--- config.mk ---
export PLATFORM = sky130hd
export DESIGN_NAME = sec_tmr_cmp_perm
export DESIGN_NICKNAME = d
export VERILOG_FILES = /design/src/rtl/stcp_pkg.sv /design/src/rtl/stcp_enc_match.sv /design/src/rtl/stcp_perm_tree.sv /design/src/rtl/stcp_perm_select.sv /design/src/rtl/stcp_rsp_reg.sv /design/src/rtl/sec_tmr_cmp_perm.sv
export SDC_FILE = /design/constraint.sdc
export NUM_CORES = 1
export LEC_CHECK = 0
export BUFFER_PORTS_ARGS = -buffer_cell sky130_fd_sc_hd__buf_2
export CAP_MARGIN = 20
export CORE_AREA = 2 2 39 41
export DETAILED_ROUTE_END_ITERATION = 10
export DIE_AREA = 0 0 41 43
export PLACE_DENSITY = 0.69
export SLEW_MARGIN = 20
export SYNTH_ARGS = -nofsm -noshare
export SYNTH_HDL_FRONTEND = slang
export SYNTH_SLANG_ARGS = --single-unit
--- constraint.sdc ---
create_clock -name clk -period 0.8 [get_ports clk]
set_clock_uncertainty 0.05 [all_clocks]
set_input_delay 0.04 -clock clk [delete_from_list [all_inputs] [get_ports clk]]
set_output_delay 0.04 -clock clk [all_outputs]
set_load 0.02 [all_outputs]
--- src/rtl/stcp_pkg.sv ---
package stcp_pkg;

  typedef enum logic [1:0] {
    V_ALLOW = 2'd0,
    V_UNDEF = 2'd1,
    V_TRAP  = 2'd2
  } verdict_e;

  typedef struct packed {
    logic ns;
    logic stmr_en;
    logic sel2_en;
  } sec_cfg_t;

  typedef struct packed {
    logic pri;
    logic undef;
  } dbg_cfg_t;

endpackage

--- src/rtl/stcp_enc_match.sv ---
module stcp_enc_match #(
  parameter int OP0_W = 2,
  parameter int OP1_W = 3,
  parameter int CRN_W = 4,
  parameter int CRM_W = 4,
  parameter int OP2_W = 3,
  parameter logic [OP0_W-1:0] ENC_OP0 = 2'b11,
  parameter logic [OP1_W-1:0] ENC_OP1 = 3'b111,
  parameter logic [CRN_W-1:0] ENC_CRN = 4'b1110,
  parameter logic [CRM_W-1:0] ENC_CRM = 4'b0010,
  parameter logic [OP2_W-1:0] ENC_OP2 = 3'b010
) (
  input  logic [OP0_W-1:0] op0,
  input  logic [OP1_W-1:0] op1,
  input  logic [CRN_W-1:0] crn,
  input  logic [CRM_W-1:0] crm,
  input  logic [OP2_W-1:0] op2,
  output logic             hit
);
  localparam int KEY_W = OP0_W + OP1_W + CRN_W + CRM_W + OP2_W;

  logic [KEY_W-1:0] key_in;
  logic [KEY_W-1:0] key_ref;

  assign key_in  = {op0, op1, crn, crm, op2};
  assign key_ref = {ENC_OP0, ENC_OP1, ENC_CRN, ENC_CRM, ENC_OP2};

  // Each field must match exactly; a reduction over the per-bit equality.
  assign hit = &(~(key_in ^ key_ref));
endmodule

--- src/rtl/stcp_perm_tree.sv ---
module stcp_perm_tree
  import stcp_pkg::*;
#(
  parameter int EL_W = 2
) (
  input  logic [EL_W-1:0] el,
  input  logic            top_el_present,
  input  logic            aa64_present,
  input  sec_cfg_t        sec,
  input  dbg_cfg_t        dbg,
  output verdict_e        verdict
);
  localparam logic [EL_W-1:0] EL_USR = EL_W'(0);
  localparam logic [EL_W-1:0] EL_OS  = EL_W'(1);
  localparam logic [EL_W-1:0] EL_HYP = EL_W'(2);

  // Ordered decision: the first matching rule wins.
  always_comb begin
    verdict = V_ALLOW;
    if (!(top_el_present && aa64_present)) begin
      verdict = V_UNDEF;
    end else if (el == EL_USR || el == EL_HYP) begin
      verdict = V_UNDEF;
    end else if (el == EL_OS) begin
      if (sec.ns) begin
        verdict = V_UNDEF;
      end else if (dbg.pri && !sec.stmr_en) begin
        verdict = V_UNDEF;
      end else if (sec.sel2_en) begin
        verdict = V_UNDEF;
      end else if (!sec.stmr_en) begin
        verdict = dbg.undef ? V_UNDEF : V_TRAP;
      end else begin
        verdict = V_ALLOW;
      end
    end else begin
      verdict = V_ALLOW;
    end
  end
endmodule

--- src/rtl/stcp_perm_select.sv ---
module stcp_perm_select
  import stcp_pkg::*;
#(
  parameter int EL_W   = 2,
  parameter int N_DIRS = 2
) (
  input  logic [EL_W-1:0] el,
  input  logic            is_wr,
  input  logic            top_el_present,
  input  logic            aa64_present,
  input  sec_cfg_t        sec,
  input  dbg_cfg_t        dbg,
  output verdict_e        verdict
);
  verdict_e v_dir [N_DIRS];

  // One tree per access direction; both carry the same rules today.
  for (genvar d = 0; d < N_DIRS; d++) begin : g_dir
    stcp_perm_tree #(.EL_W(EL_W)) u_tree (
      .el             (el),
      .top_el_present (top_el_present),
      .aa64_present   (aa64_present),
      .sec            (sec),
      .dbg            (dbg),
      .verdict        (v_dir[d])
    );
  end

  assign verdict = is_wr ? v_dir[1] : v_dir[0];
endmodule

--- src/rtl/stcp_rsp_reg.sv ---
module stcp_rsp_reg
  import stcp_pkg::*;
#(
  parameter int               EC_W    = 6,
  parameter logic [EC_W-1:0]  TRAP_EC = 6'h18
) (
  input  logic            clk,
  input  logic            rst_n,
  input  logic            req_vld,
  input  logic            hit,
  input  verdict_e        verdict,
  output logic            rsp_vld,
  output logic            rsp_allow,
  output logic            rsp_undef,
  output logic            rsp_trap,
  output logic [EC_W-1:0] rsp_trap_class,
  output logic            rsp_unsel
);
  logic nxt_allow, nxt_undef, nxt_trap, nxt_unsel;

  always_comb begin
    nxt_allow = req_vld && hit && (verdict == V_ALLOW);
    nxt_undef = req_vld && hit && (verdict == V_UNDEF);
    nxt_trap  = req_vld && hit && (verdict == V_TRAP);
    nxt_unsel = req_vld && !hit;
  end

  always_ff @(posedge clk or negedge rst_n) begin
    if (!rst_n) begin
      rsp_vld        <= 1'b0;
      rsp_allow      <= 1'b0;
      rsp_undef      <= 1'b0;
      rsp_trap       <= 1'b0;
      rsp_unsel      <= 1'b0;
      rsp_trap_class <= '0;
    end else begin
      rsp_vld        <= req_vld;
      rsp_allow      <= nxt_allow;
      rsp_undef      <= nxt_undef;
      rsp_trap       <= nxt_trap;
      rsp_unsel      <= nxt_unsel;
      rsp_trap_class <= nxt_trap ? TRAP_EC : '0;
    end
  end
endmodule

--- src/rtl/sec_tmr_cmp_perm.sv ---
module sec_tmr_cmp_perm
  import stcp_pkg::*;
#(
  parameter int               EL_W    = 2,
  parameter int               EC_W    = 6,
  parameter logic [EC_W-1:0]  TRAP_EC = 6'h18,
  parameter int               OP0_W   = 2,
  parameter int               OP1_W   = 3,
  parameter int               CRN_W   = 4,
  parameter int               CRM_W   = 4,
  parameter int               OP2_W   = 3,
  parameter logic [OP0_W-1:0] ENC_OP0 = 2'b11,
  parameter logic [OP1_W-1:0] ENC_OP1 = 3'b111,
  parameter logic [CRN_W-1:0] ENC_CRN = 4'b1110,
  parameter logic [CRM_W-1:0] ENC_CRM = 4'b0010,
  parameter logic [OP2_W-1:0] ENC_OP2 = 3'b010
) (
  input  logic             clk,
  input  logic             rst_n,
  input  logic             req_vld,
  input  logic             req_is_wr,
  input  logic [OP0_W-1:0] req_op0,
  input  logic [OP1_W-1:0] req_op1,
  input  logic [CRN_W-1:0] req_crn,
  input  logic [CRM_W-1:0] req_crm,
  input  logic [OP2_W-1:0] req_op2,
  input  logic [EL_W-1:0]  cur_el,
  input  logic             top_el_present,
  input  logic             aa64_present,
  input  logic             cfg_ns,
  input  logic             cfg_stmr_en,
  input  logic             cfg_sel2_en,
  input  logic             dbg_undef_pri,
  input  logic             dbg_undef,
  output logic             rsp_vld,
  output logic             rsp_allow,
  output logic             rsp_undef,
  output logic             rsp_trap,
  output logic [EC_W-1:0]  rsp_trap_class,
  output logic             rsp_unsel
);
  logic     sel_hit;
  verdict_e verdict;
  sec_cfg_t sec;
  dbg_cfg_t dbg;

  assign sec = '{ns: cfg_ns, stmr_en: cfg_stmr_en, sel2_en: cfg_sel2_en};
  assign dbg = '{pri: dbg_undef_pri, undef: dbg_undef};

  stcp_enc_match #(
    .OP0_W(OP0_W), .OP1_W(OP1_W), .CRN_W(CRN_W), .CRM_W(CRM_W), .OP2_W(OP2_W),
    .ENC_OP0(ENC_OP0), .ENC_OP1(ENC_OP1), .ENC_CRN(ENC_CRN),
    .ENC_CRM(ENC_CRM), .ENC_OP2(ENC_OP2)
  ) u_match (
    .op0 (req_op0),
    .op1 (req_op1),
    .crn (req_crn),
    .crm (req_crm),
    .op2 (req_op2),
    .hit (sel_hit)
  );

  stcp_perm_select #(.EL_W(EL_W), .N_DIRS(2)) u_sel (
    .el             (cur_el),
    .is_wr          (req_is_wr),
    .top_el_present (top_el_present),
    .aa64_present   (aa64_present),
    .sec            (sec),
    .dbg            (dbg),
    .verdict        (verdict)
  );

  stcp_rsp_reg #(.EC_W(EC_W), .TRAP_EC(TRAP_EC)) u_rsp (
    .clk            (clk),
    .rst_n          (rst_n),
    .req_vld        (req_vld),
    .hit            (sel_hit),
    .verdict        (verdict),
    .rsp_vld        (rsp_vld),
    .rsp_allow      (rsp_allow),
    .rsp_undef      (rsp_undef),
    .rsp_trap       (rsp_trap),
    .rsp_trap_class (rsp_trap_class),
    .rsp_unsel      (rsp_unsel)
  );
endmodule

==> results.txt <==
----------------------------------------------------
[Cells and area]
  Number of standard cells in the final layout excluding fillers ... 84
  Count of nets after finishing ... 98
  Antenna diode count ... 0
  Area growth from synthesis to layout ... 82.61%
  Proportion of layout cells with a drive suffix above 1 ... 63.24%
  Layout Utilization ... 41.77%

[Drt]
  Average detailed-routed wire length per instance ... 8.571 um
  DR iter-0 viols ... 2
  Vias per inst ... around 4.2
  Remaining design rule violation count ... 0
  First-pass DRT Iterations ... 2
  Detailed-route via count ... about 350
  Total wire length after detailed routing ... 720 um
  Post-route antenna net violation count ... 0

[Floorplanning]
  Placeable core region ... 0.001384 mm^2
  Die width ... between 40 and 50 um
  Area enclosed by the die boundary ... around 0.0018 mm^2
  Initial core utilization ... a little under a quarter
  Die Y-Extent ... 43 um
  Number of cell rows ... 14
  IO Pins ... 40

[Run status]
  Result of the run ... finished, violations left
  Violations in the final reports ... setup timing

[Clock network]
  Worst-case clock buffer depth ... 2
  Clock transition at the registers of the reported paths ... 0.04 ns
  H-Tree Depth ... 1
  Root buffer selected by CTS ... clkbuf_4
  Total CTS buffers ... 3
  Clock tree from TritonCTS ... done
  Post-CTS setup buffer count ... 0
  Clock sink count ... 5

[STA]
  Aggregate negative setup slack ... -2.380 ns
  Share of the clock period used by the worst path ... 171.7%
  Upper clock frequency limit ... between 700 and 800 MHz
  Shortest clock period the worst path allows after layout ... 1.374 ns
  Endpoints failing hold ... 0
  RSZ-0062 raised after global routing ... true
  Number of pins exceeding their max-slew limit in the final report ... 0
  Final setup margin ... -0.5736 ns
  Total setup violations reported at the end of the flow ... 11

[Worst setup path]
  Worst setup path startpoint ... req_crm[3]
  Worst setup path class ... primary input to flop
  Critical path destination ... u_rsp.rsp_allow
  Kind of capture point of the worst setup path ... flop
  Arrival time at the worst endpoint ... 1.46 ns
  Highest fanout seen on the critical path ... 4
  Category of the worst setup path launch point ... primary input
  Worst EP required ... between 0.8 and 0.9 ns

[Synth]
  Number of cells produced by synthesis ... 30
  Post-Synthesis Cell Area ... 316.6 um^2
  Synthesized area per cell ... 10.55 um^2
  Part of the Yosys area used for sequential elements ... between 30% and 40%
  Number of synthesized register bits ... 5
  Number of distinct library cells after synthesis ... 17
  Number of warnings printed during yosys synthesis ... 0

[Flow run]
  Number of max-cap violations ... 0

[Place]
  Detailed-placement wirelength estimate ... 635.7 um
  Placer Congestion ... 0.6388
  Count of input and output buffers ... 34
  Placed instance count ... just under 80

[Global routing]
  Global-route wire length before repair ... 1.097 mm
  Gr ovfl total ... 0
  GRT Overall Usage ... 9.347%
  Maximum number of pins on one net before global-route repair ... 6
  Vias in the first global route ... 313
  Initial antenna violation count ... 0

[Power]
  P per Cell Area ... roughly 1200 mW/mm^2
  Static leakage ... about 0.30 nW
  Worst vdd rail ir drop ... 402.7 uV

[Worst hold path]
  Tightest Hold Check Type ... primary input to flop

----------------------------------------------------
-- cells in the final DEF, fill, tap and decap left out, types with 2 or more instances in the layout --
master         instances
buf_2                 26
buf_6                  8
dfrtp_1                5
conb_1                 4
nand4_1                3
clkbuf_4               3
nand2b_1               2
nor3_1                 2
dlygate4sd3_1          2
-- worst min path at each step --
stage                            endpoint  slack [ns]  depth (start not counted)     from
final                     u_rsp.rsp_unsel        0.01                          2  req_vld
after detailed placement  u_rsp.rsp_allow       -0.19                          1    rst_n
after floorplan           u_rsp.rsp_allow       -0.31                          0    rst_n
after CTS                 u_rsp.rsp_unsel       0.004                          2  req_vld
after global placement    u_rsp.rsp_undef       -0.20                          1    rst_n
after global routing      u_rsp.rsp_unsel        0.02                          2  req_vld
-- registers in the layout, indices dropped and copies added, names as in the netlist --
register	count
u_rsp.rsp_allow	1
u_rsp.rsp_trap_class	1
u_rsp.rsp_undef	1
u_rsp.rsp_unsel	1
u_rsp.rsp_vld	1
-- cell families after synthesis --
family,after synthesis,share of synthesized area (%)
AND/OR/NAND/NOR,14,37.15
buffers and inverters,7,15.41
flip-flops,5,39.53
AO/OA/AOI/OAI,3,6.719
other,1,1.185
-- synth_stat cells --
| cell | n | area share (%) |
|---|---|---|
| conb_1 | 1 | 1.2 |
| nor2_1 | 1 | 1.2 |
| nor3_1 | 2 | 3.2 |
| a21oi_1 | 1 | 1.6 |
| a31o_2 | 1 | 2.8 |
| buf_4 | 6 | 14 |
| nand4_1 | 3 | 5.9 |
| and3_1 | 1 | 2.0 |
| or4b_1 | 1 | 3.2 |
| dfrtp_1 | 5 | 40 |
| or4b_4 | 1 | 4.3 |
| nand2b_1 | 2 | 4.0 |
| inv_1 | 1 | 1.2 |
| nor4b_4 | 1 | 7.5 |
| or4_4 | 1 | 3.6 |
| and2_2 | 1 | 2.4 |
| a211oi_1 | 1 | 2.4 |
-- report_power, final --
group	internal, W	switching [W]
clock	0.000188	0.0000952
combinational	0.0000857	0.0000653
sequential	0.000259	0.00000216
-- metrics by stage --
step | total power (W) | instance area (um^2) | setup slack (ns) | hold WS (ns)
after floorplan | 0.0003314 | 327.8 | -0.6777 | -0.3056
after global placement | 0.0003951 | 480.5 | -0.7914 | -0.1954
after detailed placement | 0.0003982 | 480.5 | -0.8291 | -0.1946
after CTS | 0.0007145 | 578.1 | -0.5699 | 0.004230
after global routing | 0.0007350 | 578.1 | -0.6074 | 0.01790
final | 0.0006956 | 578.1 | -0.5736 | 0.01469
-- worst max-delay path, stage by stage --
cell and delay [ns]:
buf_6 0.08, or4b_1 0.51, or4_4 0.56, nor4b_4 0.27
-- layout make-up --
cell class	count	area (um^2)
tap	16	20.02
inverter	1	3.754
sequential	5	125.1
clock buffer	4	26.28
timing repair buffer	37	247.7
fill	135	805.8
multi-input combinational	21	155.1
-- metal layers --
layer	track usage, %	vias up	share of wire (%)
met4	8.000	0	0
met1	8.065	151	33
met3	2.094	0	15
met5	0	-	0
met2	16.25	28	52
li1	-	175	-
-- repair_timing --
action / CTS / global route
pin swaps: 2 / 0
resized for setup: 16 / 0
hold endpoints to repair: 6 / 0
hold buffers: 2 / 0
endpoints found under the setup margin: 11 / 11
(Power assumes the default switching activity.)
